File: src/rtl/dlfs_pkg.sv
package dlfs_pkg;

    localparam int BYTE_W      = 8;
    localparam int LEAD_ZEROS  = 1;
    localparam int TRAIL_ZEROS = 2;
    localparam int FRAME_SLOTS = LEAD_ZEROS + BYTE_W + TRAIL_ZEROS;
    localparam int SLOT_W      = $clog2(FRAME_SLOTS);
    localparam int NUM_LANES   = 2;

    typedef enum logic [1:0] {
        PH_IDLE = 2'd0,
        PH_LOW  = 2'd1,
        PH_HIGH = 2'd2
    } phase_e;

    // build the 11-slot word for one lane, first slot at the MSB
    function automatic logic [FRAME_SLOTS-1:0] frame_word(input logic [BYTE_W-1:0] b);
        return {{LEAD_ZEROS{1'b0}}, b, {TRAIL_ZEROS{1'b0}}};
    endfunction

    // response bit of slot s-1 is sampled at the end of slot s low phase
    function automatic logic is_capture_slot(input logic [SLOT_W-1:0] s);
        return (s >= SLOT_W'(1)) && (s <= SLOT_W'(BYTE_W));
    endfunction

endpackage

File: src/rtl/dlfs_half_timer.sv
module dlfs_half_timer #(
    parameter int HALF_DIV = 28
) (
    input  logic clk,
    input  logic rst,
    input  logic run_i,
    output logic tick_o
);
    localparam int CNT_W = $clog2(HALF_DIV + 1);

    logic [CNT_W-1:0] cnt_q;

    assign tick_o = run_i && (cnt_q == CNT_W'(HALF_DIV - 1));

    always_ff @(posedge clk) begin
        if (rst || !run_i || tick_o) cnt_q <= '0;
        else                         cnt_q <= cnt_q + 1'b1;
    end
endmodule

File: src/rtl/dlfs_lane_shift.sv
module dlfs_lane_shift #(
    parameter int W = 11
) (
    input  logic         clk,
    input  logic         rst,
    input  logic         load_i,
    input  logic         shift_i,
    input  logic [W-1:0] load_val_i,
    output logic         bit_o
);
    logic [W-1:0] sr_q;

    always_ff @(posedge clk) begin
        if (rst)          sr_q <= '0;
        else if (load_i)  sr_q <= load_val_i;
        else if (shift_i) sr_q <= {sr_q[W-2:0], 1'b0};
    end

    assign bit_o = sr_q[W-1];


    lead_zero_chk: assert property (@(posedge clk) disable iff (rst)
        load_i |=> !bit_o);
endmodule

File: src/rtl/dlfs_resp_capture.sv
module dlfs_resp_capture #(
    parameter int W = 8
) (
    input  logic         clk,
    input  logic         rst,
    input  logic         en_i,
    input  logic         bit_i,
    output logic [W-1:0] byte_o
);
    always_ff @(posedge clk) begin
        if (rst)       byte_o <= '0;
        else if (en_i) byte_o <= {byte_o[W-2:0], bit_i};
    end
endmodule

File: src/rtl/dual_lane_frame_shifter.sv
module dual_lane_frame_shifter
    import dlfs_pkg::*;
#(
    parameter int HALF_DIV    = 28,
    parameter int SYS_CLK_MHZ = 250,
    parameter int MIN_HALF_NS = 110
) (
    input  logic       clk,
    input  logic       rst,
    input  logic       start_i,
    input  logic [7:0] data_byte_i,
    input  logic [7:0] instr_byte_i,
    output logic [7:0] resp_byte_o,
    output logic       done_o,
    output logic       ser_clk_o,
    output logic       data_lane_o,
    output logic       instr_lane_o,
    input  logic       resp_lane_i
);
    localparam int MIN_HALF_CYC = (MIN_HALF_NS * SYS_CLK_MHZ + 999) / 1000;
    localparam int RUN_W        = $clog2(MIN_HALF_CYC + 1);
    localparam logic [SLOT_W-1:0] LAST_SLOT = SLOT_W'(FRAME_SLOTS - 1);

    phase_e            phase_q;
    logic [SLOT_W-1:0] slot_q;
    logic              sci_q;
    logic              done_q;
    logic              tick;
    logic              load, shift, cap_en;

    logic [NUM_LANES-1:0][BYTE_W-1:0] lane_byte;
    logic [NUM_LANES-1:0]             lane_bit;

    dlfs_half_timer #(.HALF_DIV(HALF_DIV)) u_timer (
        .clk    (clk),
        .rst    (rst),
        .run_i  (phase_q != PH_IDLE),
        .tick_o (tick)
    );

    always_ff @(posedge clk) begin
        if (rst) begin
            phase_q <= PH_IDLE;
            slot_q  <= '0;
            sci_q   <= 1'b0;
            done_q  <= 1'b0;
        end else begin
            done_q <= 1'b0;
            unique case (phase_q)
                PH_IDLE: if (start_i) begin
                    phase_q <= PH_LOW;
                    slot_q  <= '0;
                end
                PH_LOW: if (tick) begin
                    phase_q <= PH_HIGH;
                    sci_q   <= 1'b1;
                end
                PH_HIGH: if (tick) begin
                    sci_q <= 1'b0;
                    if (slot_q == LAST_SLOT) begin
                        phase_q <= PH_IDLE;
                        done_q  <= 1'b1;
                    end else begin
                        phase_q <= PH_LOW;
                        slot_q  <= slot_q + 1'b1;
                    end
                end
                default: phase_q <= PH_IDLE;
            endcase
        end
    end

    assign load   = (phase_q == PH_IDLE) && start_i;
    assign shift  = (phase_q == PH_HIGH) && tick && (slot_q != LAST_SLOT);
    assign cap_en = (phase_q == PH_LOW) && tick && is_capture_slot(slot_q);

    assign lane_byte[0] = data_byte_i;
    assign lane_byte[1] = instr_byte_i;

    for (genvar g = 0; g < NUM_LANES; g++) begin : g_lane
        dlfs_lane_shift #(.W(FRAME_SLOTS)) u_shift (
            .clk        (clk),
            .rst        (rst),
            .load_i     (load),
            .shift_i    (shift),
            .load_val_i (frame_word(lane_byte[g])),
            .bit_o      (lane_bit[g])
        );
    end

    dlfs_resp_capture #(.W(BYTE_W)) u_cap (
        .clk    (clk),
        .rst    (rst),
        .en_i   (cap_en),
        .bit_i  (resp_lane_i),
        .byte_o (resp_byte_o)
    );

    assign ser_clk_o    = sci_q;
    assign done_o       = done_q;
    assign data_lane_o  = lane_bit[0];
    assign instr_lane_o = lane_bit[1];

    // phase-width monitors, saturating at the required minimum
    logic [RUN_W-1:0] hi_run_q, lo_run_q;
    always_ff @(posedge clk) begin
        if (rst) begin
            hi_run_q <= '0;
            lo_run_q <= '0;
        end else begin
            hi_run_q <= !sci_q ? '0 :
                        (hi_run_q == RUN_W'(MIN_HALF_CYC)) ? hi_run_q : hi_run_q + 1'b1;
            lo_run_q <= sci_q ? '0 :
                        (lo_run_q == RUN_W'(MIN_HALF_CYC)) ? lo_run_q : lo_run_q + 1'b1;
        end
    end


    hi_width_chk: assert property (@(posedge clk) disable iff (rst)
        $fell(sci_q) |-> (hi_run_q >= RUN_W'(MIN_HALF_CYC)));


    lo_width_chk: assert property (@(posedge clk) disable iff (rst)
        $rose(sci_q) |-> (lo_run_q >= RUN_W'(MIN_HALF_CYC)));


    done_pulse_chk: assert property (@(posedge clk) disable iff (rst)
        done_q |=> !done_q);


    done_idle_low_chk: assert property (@(posedge clk) disable iff (rst)
        done_q |-> (!sci_q && phase_q == PH_IDLE));


    lane_hold_chk: assert property (@(posedge clk) disable iff (rst)
        sci_q |-> $stable(lane_bit));


    busy_ignore_chk: assert property (@(posedge clk) disable iff (rst)
        (phase_q != PH_IDLE && start_i) |=> (phase_q != PH_IDLE || done_q));
endmodule

File: config.mk
export PLATFORM = sky130hd
export DESIGN_NAME = dual_lane_frame_shifter
export DESIGN_NICKNAME = d
export VERILOG_FILES = /design/src/rtl/dlfs_pkg.sv /design/src/rtl/dlfs_half_timer.sv /design/src/rtl/dlfs_lane_shift.sv /design/src/rtl/dlfs_resp_capture.sv /design/src/rtl/dual_lane_frame_shifter.sv
export SDC_FILE = /design/constraint.sdc
export NUM_CORES = 1
export LEC_CHECK = 0
export BUFFER_PORTS_ARGS = -buffer_cell sky130_fd_sc_hd__buf_2
export CORE_MARGIN = 2
export CORE_UTILIZATION = 40
export CTS_CLUSTER_SIZE = 40
export DETAILED_ROUTE_END_ITERATION = 7
export MAX_ROUTING_LAYER = met4
export PLACE_DENSITY = 0.58
export SLEW_MARGIN = 20
export SYNTH_ARGS = -nofsm -noshare
export SYNTH_HDL_FRONTEND = slang
export SYNTH_SLANG_ARGS = --single-unit
export TNS_END_PERCENT = 10
File: constraint.sdc
create_clock -name clk -period 2.2 [get_ports clk]
set_input_delay 0.44 -clock clk [delete_from_list [all_inputs] [get_ports clk]]
set_output_delay 0.44 -clock clk [all_outputs]
set_load 0.05 [all_outputs]
==> out/metrics.cfg <==
[sta]
setup_violations = 0
rsz0062_at_grt = false
min_period_ps = 1860
post-route-period-util_pct = 84.7
slew_headroom_pct = 55.7
fin_tns_setup_ps = 0
worst_pin_slew_ps = 665
hold_violations = 0
maxSlewViolCount = 0
fin_skew_ps = 6.83
fmaxAchievable_mhz = 536

[final_layout]
layout_common_cells = dfxtp_1, buf_2, nor2_1
area_growth_syn_to_layout_pct = 16.8
final_common_cell = dfxtp_1
drive_gt1_share_pct = 20.7
n_fill_cell = 415
antenna_cells = 0
final_util_pct = 49.8
final_cells = 277
finish.net_count = 252

[cts]
cts.sinks = 39
path_clk_slew_ps = 80
cts_tree = built
cts_htree_levels = 2
numCtsBuffers = 5
cts-resized-gates = 0
cts_setup_buffers = 0
cts-root-buf = clkbuf_8
postCtsHoldBufs = 0
clk_latency_ps = 290
cts_max_path_buffers = 2

[setup_path]
slowest_delay_ps = 380
critical_path.slowest_cell = and4b_1
cp.required_ps = 2410
crit_fanout = 8
end_kind = flip-flop
worstPathArrival_ps = 2080
path_cells = ha_1 > and4b_1 > nand2_4 > a2111oi_4 > buf_4 > mux2i_1
start_kind = flip-flop
worstSetupPathType = reg2reg

[power_and_ir_drop]
p_comb_share_pct = 8.0
power.switching_mw = 0.324
seq_power_share_pct = 53.9
p_leak_nw = 0.802
p_total_mw = 1.39
clkPwrFrac_pct = 38.1
ir_drop_mv = 0.456
p_sw_share_pct = 23.3
powerDensity_nw_per_um2 = 683
p_int_mw = 1.07

[route]
post_drt_wl_per_cell_um = 12.7
wl_met2_mm = 1.74
met1Wirelength_mm = 1.62
dr_total_vias = 1440
drtPass1Iterations = 5
routed-wl-met3_um = 118
wirelength_mm = 3.53
top_layer_used = met4
drc = 0
drtIter0Drc = 58
ant_nets = 0
avgViaCountPerCell = 5.20

[floorplan]
rows = 23
die_width_um = 70.0
die_y_um = 70.0
initial_core_util_pct = 42.6
num_io_pins = 32
dieArea_um2 = 4900
core_area_um2 = 4090

[grt]
grt_usage_pct = 16.2
grt_pass1_wl_mm = 6.34
grt-ovfl-total = 0
grt_max_degree = 40
first_global_vias = 1393
antenna_found_initial = 0

[placed_design]
dp_cells = 269
portBuffers = 31
place_hpwl_mm = 2.44
globalplace.congestion = 0.769

[synth]
synth_area_um2 = 1740
synth_edf_count = 0
synth_flop_cell = dfxtp_1
ys_types = 35
yosys_warnings = 0
synth-seq-area-share_pct = 44.8
async_flop_share_pct = 0
synth_area_per_cell_um2 = 8.89
syn_inst = 196
synth-seq-cells = 39
synth_fp_nets = 222

[run]
max_cap_viol_count = 0

[outcome]
status = complete, no violations

[worst_hold_path]
hold_path.class = in2reg

[worst max-delay path: cells and delay by family, from the launching register on]
family                   cells  cell delay [ps]
multiplexers                 1              220
AO/OA/AOI/OAI                1              270
adder cells (fa/ha/maj)      1              230
buffers and inverters        1              240
AND/OR/NAND/NOR              2              480
flip-flops                   1              360
[synth_stat cells (all sizes together), types with 2 or more instances]
cell type	instances	area [µm²]
nor4	5	31.3
a21oi	13	65.1
clkbuf	7	26.3
buf	5	33.8
nor2	24	90.1
nand2	17	71.3
nand2b	12	75.1
mux2i	11	110
a211oi	8	60.1
nand3	9	45.0
xnor2	2	17.5
o31ai	2	15.0
a311oi	2	17.5
nor3b	2	15.0
ha	6	75.1
o21ai	4	20.0
dfxtp	39	781
nor3	12	60.1
inv	3	11.3
[cells by family (layout without fill, tap and decap cells)]
family	Yosys count	count (layout)	synth area share, %
AOI/OAI and AO/OA	33	33	13.2
xor gates and xnor gates	3	3	1.51
buffers and inverters	15	46	4.09
muxes	11	11	6.32
and+or+nand+nor	89	89	25.7
adders and majority gates	6	6	4.31
DFF	39	39	44.8
[flip-flops by register name, summed over array words and instances, names as in the netlist]
name                 count
done_o                   1
g_lane.u_shift.sr_q     18
phase_q                  2
ser_clk_o                1
slot_q                   4
u_cap.byte_o             8
u_timer.cnt_q            5
[final timing paths]
| path | startpoint | endpoint | slack [ps] | cells past startpoint |
|---|---|---|---|---|
| min | data_byte_i[0] | g_lane[0].u_shift.sr_q[2]$_SDFFE_PP0P_ | 390 | 3 |
| max | u_timer.cnt_q[0]$_SDFF_PP0_ | u_cap.byte_o[6]$_SDFFE_PP0P_ | 340 | 6 |
| min reg2reg | u_timer.cnt_q[0]$_SDFF_PP0_ | u_timer.cnt_q[0]$_SDFF_PP0_ | 460 | 1 |
| max reg2reg | u_timer.cnt_q[0]$_SDFF_PP0_ | u_cap.byte_o[6]$_SDFFE_PP0P_ | 340 | 6 |
[area by class of cell]
type                            count  area, µm²  share of cell area (%)
Clock buffer                        8        100                    4.92
Inverter                            3       11.3                   0.554
Multi-Input combinational cell    142        895                    44.0
Sequential cell                    39        781                    38.4
Tap cell                           50       62.6                    3.08
Timing Repair Buffer               35        185                    9.10
[stage by stage]
step	hold WS, ps	setup WS [ps]	cell area (µm²)
2_1_floorplan	418	382	1740
3_3_place_gp	431	438	1930
3_5_place_dp	441	327	1930
4_1_cts	388	317	2030
5_1_grt	400	151	2030
6_report	387	336	2030
[power by group through the flow]
stage / Sequential, mW / Clock (mW) / Combinational (mW)
5_1_grt: 0.752 / 0.579 / 0.127
4_1_cts: 0.749 / 0.538 / 0.112
2_1_floorplan: 0.768 / 0 / 0.0722
3_3_place_gp: 0.765 / 0 / 0.108
3_5_place_dp: 0.766 / 0 / 0.112
6_report: 0.749 / 0.530 / 0.111
[metal layers]
| metal | global-route usage, % | vias up |
|---|---|---|
| li1 | - | 743 |
| met1 | 19.2 | 672 |
| met2 | 26.1 | 20 |
| met3 | 4.76 | 5 |
| met4 | 5.98 | 0 |
| met5 | - | - |
Note: power is estimated with default switching activity, not from simulation.
